$ cat config.mk
export PLATFORM = sky130hd
export DESIGN_NAME = irq_entry_seq
export DESIGN_NICKNAME = d
export VERILOG_FILES = /design/src/rtl/irq_entry_seq.sv
export SDC_FILE = /design/constraint.sdc
export NUM_CORES = 1
export LEC_CHECK = 0
export BUFFER_PORTS_ARGS = -buffer_cell sky130_fd_sc_hd__buf_2
export CORE_MARGIN = 1
export CORE_UTILIZATION = 30
export DETAILED_ROUTE_END_ITERATION = 8
export PLACE_DENSITY = 0.63
export SLEW_MARGIN = 10
export SYNTH_ARGS = -nofsm -noshare
export SYNTH_HDL_FRONTEND = slang
export SYNTH_SLANG_ARGS = --single-unit
$ cat constraint.sdc
create_clock -name clk -period 5.15 [get_ports clk]
set_input_delay 0.515 -clock clk [delete_from_list [all_inputs] [get_ports clk]]
set_output_delay 0.515 -clock clk [all_outputs]
set_load 0.05 [all_outputs]
$ cat src/rtl/irq_entry_seq.sv
module irq_entry_seq #(
  parameter int          SRC_W    = 4,
  parameter logic [15:0] VEC_TOP  = 16'hFFFE,
  parameter logic [7:0]  SP_INIT  = 8'hFF,
  parameter int          IDIS_BIT = 2
) (
  input  logic             clk,
  input  logic             rst_n,
  input  logic             accept,
  input  logic [SRC_W-1:0] irq_src,
  input  logic             rti,
  input  logic             sp_set,
  input  logic [7:0]       sp_val,
  input  logic [15:0]      pc_in,
  input  logic [7:0]       ps_in,
  input  logic [7:0]       mem_rdata,
  output logic [15:0]      mem_addr,
  output logic [7:0]       mem_wdata,
  output logic             mem_we,
  output logic [7:0]       sp,
  output logic [15:0]      pc_out,
  output logic             pc_we,
  output logic [7:0]       ps_out,
  output logic             ps_we,
  output logic             busy,
  output logic             done
);
  localparam logic [7:0] STK_PAGE = 8'h01;
  localparam logic [7:0] DIS_MASK = 8'(1) << IDIS_BIT;
  localparam logic [2:0] ENT_LAST = 3'd6;
  localparam logic [2:0] RET_LAST = 3'd5;

  typedef enum logic [1:0] {M_IDLE, M_ENT, M_RET} mode_t;

  mode_t       mode;
  logic [2:0]  step;
  logic [15:0] pc_sv;
  logic [7:0]  ps_sv;
  logic [15:0] vaddr;
  logic [7:0]  lo_b, hi_b;

  wire in_ent = (mode == M_ENT);
  wire in_ret = (mode == M_RET);
  wire push   = in_ent && (step >= 3'd1) && (step <= 3'd3);
  wire pop    = in_ret && (step >= 3'd1) && (step <= 3'd3);
  wire [15:0] vec_off = {{(15-SRC_W){1'b0}}, irq_src, 1'b0};

  always_ff @(posedge clk) begin
    if (!rst_n) begin
      mode  <= M_IDLE;
      step  <= 3'd0;
      sp    <= SP_INIT;
      pc_sv <= 16'd0;
      ps_sv <= 8'd0;
      vaddr <= 16'd0;
      lo_b  <= 8'd0;
      hi_b  <= 8'd0;
    end else begin
      case (mode)
        M_IDLE: begin
          step <= 3'd0;
          if (accept) begin
            mode  <= M_ENT;
            pc_sv <= pc_in;
            ps_sv <= ps_in;
            vaddr <= VEC_TOP - vec_off;
          end else if (rti) begin
            mode <= M_RET;
          end else if (sp_set) begin
            sp <= sp_val;
          end
        end
        M_ENT: begin
          step <= step + 3'd1;
          if (push) sp <= sp - 8'd1;
          if (step == 3'd4) lo_b <= mem_rdata;
          if (step == 3'd5) hi_b <= mem_rdata;
          if (step == ENT_LAST) mode <= M_IDLE;
        end
        M_RET: begin
          step <= step + 3'd1;
          if (pop) sp <= sp + 8'd1;
          if (step == 3'd2) lo_b <= mem_rdata;
          if (step == 3'd3) hi_b <= mem_rdata;
          if (step == RET_LAST) mode <= M_IDLE;
        end
        default: mode <= M_IDLE;
      endcase
    end
  end

  always_comb begin
    mem_addr = 16'd0;
    if (push)                        mem_addr = {STK_PAGE, sp};
    else if (pop)                    mem_addr = {STK_PAGE, sp + 8'd1};
    else if (in_ent && step == 3'd4) mem_addr = vaddr;
    else if (in_ent && step == 3'd5) mem_addr = vaddr + 16'd1;
  end

  always_comb begin
    mem_wdata = 8'd0;
    if (in_ent) begin
      case (step)
        3'd1:    mem_wdata = pc_sv[15:8];
        3'd2:    mem_wdata = pc_sv[7:0];
        3'd3:    mem_wdata = ps_sv;
        default: mem_wdata = 8'd0;
      endcase
    end
  end

  assign mem_we = push;
  assign busy   = (mode != M_IDLE);
  assign done   = (in_ent && step == ENT_LAST) || (in_ret && step == RET_LAST);
  assign pc_we  = done;
  assign pc_out = {hi_b, lo_b};
  assign ps_we  = (in_ent && step == 3'd3) || (in_ret && step == 3'd1);
  assign ps_out = in_ent ? (ps_sv | DIS_MASK) : mem_rdata;
endmodule

# After elaboration in Yosys (flattened, before gate mapping)
# Cells that the tools add are included.
# totals
in_bits,49
word_cells,83
output_inout_bits,61
reg_bits,69
# classes
reduce_logical,23
mux,25
n_addsub,5
order_cmp,2
eq_ne,20
# op_table
operator,count
$mux 8,11
$mux 16,4
$pmux 8 s3,2
$pmux 8 s2,2
$add 16x1->16 const B,1
$ne 2x1->1 const B,7
$logic_and 1x1->1,10
$eq 3x3->1 const B,3
$reduce_and 3->1,3
$add 8x1->8 const B,1
$mux 2,4
$ne 2x2->1 const B,4
$sub 8x1->8 const B,1
$sub 2x6->7 const A,1
$eq 3x2->1 const B,2
$pmux 2 s3,1
$pmux 3 s2,1
$reduce_and 6->1,1
$reduce_bool 2->1,3
$add 3x1->3 const B,1
$eq 3x1->1 const B,1
$ge 3x1->1 const B,1
$le 3x2->1 const B,1
$ne 3x3->1 const B,1
other kinds (7),8

# Logic depth before layout (Yosys ltp)
# logic_depth
ltp_word,6
ltp_mapped,8
ltp_nobuf,7

# Least setup slack after synthesis
# Ideal clock, no wire load.
# synth_timing
path_type,register to output
start,reg sp[0]
end,out mem_addr[7]
setup_slack_ps,1928
t_arrival_ps,2707
n_path_buf,2
t_required_ps,4635
path_stages_with_launch,8
cell_sequence,dfxtp_1 > buf_2 > and3_1 > clkbuf_1 > nand3_1 > nor3_1 > a21oi_1 > o21ai_0
# synth_via
elab_chain_cells,3
# synth_rtl
element,line_no,text
from (decl),20,"output logic [7:0] sp,"
from (signal assigned),70,sp <= sp_val;
from (signal assigned),75,if (push) sp <= sp - 8'd1;
from (signal assigned),82,if (pop) sp <= sp + 8'd1;
$add 8x1->8,95,"else if (pop) mem_addr = {STK_PAGE, sp + 8'd1};"
$mux 16,95,
$mux 16,94,"if (push) mem_addr = {STK_PAGE, sp};"
to (decl),17,"output logic [15:0] mem_addr,"
# No other way between the ends.

# Worst setup path in the final report
# layout_timing
start,reg mode[1]
end,out mem_addr[13]
# layout_via
elab_chain_cells,6
elab_cells_between_ends,12
cone_classes,eq/ne: 2; mux: 4; reduce/logical: 6
# layout_rtl
element,line_no,text
from (decl),35,mode_t mode;
from (signal assigned),50,mode <= M_IDLE;
from (signal assigned),63,mode <= M_ENT;
from (signal assigned),68,mode <= M_RET;
$eq 2x1->1,42,wire in_ent = (mode == M_ENT);
$logic_and 1x1->1,97,else if (in_ent && step == 3'd5) mem_addr = vaddr + 16'd1;
$mux 16,97,
$mux 16,96,else if (in_ent && step == 3'd4) mem_addr = vaddr;
$mux 16,95,
$mux 16 (*),94,
# Every way passes the cells marked *; elsewhere a longest branch is shown, timed or not.

==> flow_metrics.py <==
metrics = {
    "sta": {
        "finalSetupTns_ns": 0,
        "fin_ws_ns": 1.65,
        "tightest_slew_ns": 0.964,
        "finalSetupViolations": 0,
        "slew_headroom": 0.352,
        "period_minus_slack_ns": 3.50,
        "grt_setup_unrepaired": "false",
        "skew_ns": 0.0108,
        "hold_violations": 0,
        "post-route-period-util": 0.680,
        "final_max_slew_viol_count": 0,
        "fmaxAchievable_mhz": 286,
    },
    "critical_path": {
        "path_cells": "inv_1, ha_1, buf_4, clkinv_1, nor3_1, nand3_1, inv_1, buf_2",
        "cp-startpoint": "mode[1]",
        "critPathMostFrequentCell": "inv_1",
        "rr_startpoint": "mode[0]",
        "end_kind": "output port",
        "worst-path-max-fanout": 32,
        "path_class": "flop to output port",
        "cp.required_ns": 4.64,
        "start_kind": "flop",
        "arrival_ns": 2.99,
        "max_stage_delay_ns": 0.69,
        "r2r-end": "hi_b[4]",
        "critPathTopFamily": "buffers and inverters",
        "critPathBufInv": 5,
        "r2r.worst_path.cells": 7,
        "ff2ff_setup_slack_ns": 2.64,
        "crit_slowest_cell": "nor3_1",
    },
    "hold_path": {
        "holdPathStages": 3,
        "hold_class": "primary input to flop",
        "hp-start": "pc_in[13]",
        "min_to": "pc_sv[13]",
    },
    "cells_and_area": {
        "register_area_sq_um": 1160,
        "drive_gt1_frac": 0.285,
        "nFillCells": 1164,
        "multi_input_area_sq_um": 1950,
        "diodes": 0,
        "syn2layout_area_growth_pct": 22.0,
        "nNetsFinal": 556,
    },
    "floorplan": {
        "die_y_um": 108,
        "die_width_um": 108,
        "io_pins": 110,
        "die-area_sq_um": 11600,
        "rows": 38,
        "initial_core_util": 0.309,
        "core_area_sq_um": 10800,
    },
    "logic_synthesis": {
        "synth-xor-area-share": 0.0105,
        "synth-compound-area-share": 0.243,
        "yosys.area_share.simple": 0.209,
        "syn_nets": 472,
        "yosys.cell_types.count": 51,
        "syn_avg_cell_area_sq_um": 8.13,
        "yosysTopAreaCell": "dfxtp_1",
        "muxShareOfSynthArea": 0.0773,
        "synth_ff_type": "dfxtp_1",
        "synth_top_area_frac": 0.347,
        "synth_edf_count": 0,
        "yosysMostFrequentCell": "nand2_1",
        "seq_area_frac_synth": 0.347,
        "async_reset_ff_frac": 0,
        "netlist_area_sq_um": 3350,
        "synth_top_family_by_area": "compound AO/OA/AOI/OAI gates",
        "synthTopCellsByArea": "dfxtp_1 (35%), nand2_1 (8.5%), mux2i_1 (5.4%)",
        "ys_warn_count": 0,
        "synth_seq_cells": 58,
        "syn_inst": 412,
        "synthTopCellsByCount": "nand2_1 (76), dfxtp_1 (58), a21boi_0 (24)",
        "synth_fa_ha_area_frac": 0.0411,
    },
    "clock_network": {
        "cts_max_level": 3,
        "cts_tree": "yes",
        "clk_path_buf_depth": 2,
        "cts-root-buf": "clkbuf_8",
        "postCtsSetupBuffers": 0,
        "cts_inserted_buffers": 9,
        "clock-sinks": 58,
        "insertion_delay_ns": 0.34,
        "clkTransAtPathRegs_ns": 0.08,
        "cts.repair.resized": 0,
        "cts_hold_buf": 0,
    },
    "grt": {
        "grt_max_degree": 59,
        "grt_overflow": 0,
        "grt_pass1_wl_um": 15400,
        "gr-usage-all-layers": 0.170,
        "antenna_found_initial": 1,
        "first_global_vias": 3189,
    },
    "status": {
        "status": "complete, no violations",
    },
    "placed_design": {
        "dp_hpwl_um": 6780,
        "place_congestion": 0.849,
        "port_buffers": 109,
        "pre_cts_ws_ns": 2.00,
    },
    "power_and_ir_drop": {
        "ir_drop_mv": 0.299,
        "powerDensity_nw_per_um2": 651,
        "leakagePower_uw": 0.00190,
    },
    "routing": {
        "wl_per_cell_um": 15.1,
        "vias_per_cell": 5.02,
        "drt_pre_antenna_iters": 5,
        "dr_total_vias": 3220,
        "ant_nets": 0,
        "wirelength_um": 9660,
        "drc_errors": 0,
        "drtIter0Drc": 199,
    },
    "job": {
        "maxCapViolations": 0,
    },
}
[layout by cell type (no fill, tap or decap), types with 7 or more instances in the layout]
cell type	count
buf_2	109
nand2_1	76
dfxtp_1	58
a21boi_0	24
nor2_1	23
a21oi_1	21
nor2b_1	20
mux2i_1	18
o21ai_0	15
inv_1	13
ha_1	11
nor3_1	9
clkbuf_8	9
a222oi_1	8
nand3_1	7
mux2_2	7
[metrics by stage]
| stage | cells | util | area [sq um] | power, uW | hold WS, ns |
|---|---|---|---|---|---|
| floorplan | 412 | - | 3350 | 1920 | 0.443 |
| global placement | 625 | 0.359 | 3890 | 2220 | 0.454 |
| detailed placement | 625 | 0.359 | 3890 | 2240 | 0.463 |
| CTS | 641 | 0.377 | 4090 | 2680 | 0.402 |
| global route | 641 | 0.377 | 4090 | 2850 | 0.417 |
| finish | 641 | 0.377 | 4090 | 2660 | 0.415 |
[power by group]
part	total [uW]	switching [uW]	internal, uW
combinational	1520	1040	479
sequential	716	147	569
clock	426	201	224
total	2660	1390	1270
[flip-flops by register name, indices dropped and copies added, names as in the netlist]
register and count:
mode 2, vaddr 5, pc_sv 16, hi_b 8, sp 8, step 3
lo_b 8, ps_sv 8
[cell type report]
| type | count | area share |
|---|---|---|
| sequential | 58 | 0.284 |
| inverter | 15 | 0.0138 |
| tap | 140 | 0.0429 |
| clock buffer | 10 | 0.0312 |
| clock inverter | 6 | 0.0165 |
| timing repair buffer | 110 | 0.135 |
| multi-input combinational | 302 | 0.476 |
[layer usage]
layer  track usage  wire length [um]  vias up
met5             0                15        -
met4        0.0421                78        2
met3        0.0424               620       10
met2         0.292              4650      125
met1         0.210              4300     1481
li1              -                 -     1602
[kinds of logic (layout without fill, tap and decap cells)]
family / Yosys count / after routing
xor+xnor: 4 / 4
flops: 58 / 58
compound gates: 109 / 109
simple gates: 153 / 153
mux: 25 / 25
buf+inv: 52 / 141
fa+ha+maj: 11 / 11
[worst min-delay path, cell delays in order]
cell	delay (ns)
buf_2	0.09
nand2_1	0.04
a21boi_0	0.06
[worst max-delay path by stage]
stage / to / cells past startpoint / slack, ns
after floorplan: mem_addr[7] / 7 / 1.93
after global placement: mem_addr[9] / 8 / 2.10
after detailed placement: mem_addr[13] / 8 / 2.00
after CTS: mem_addr[13] / 8 / 1.61
after global routing: mem_addr[14] / 8 / 1.43
final: mem_addr[13] / 8 / 1.65
No activity file was read; power rests on OpenSTA's default activity.
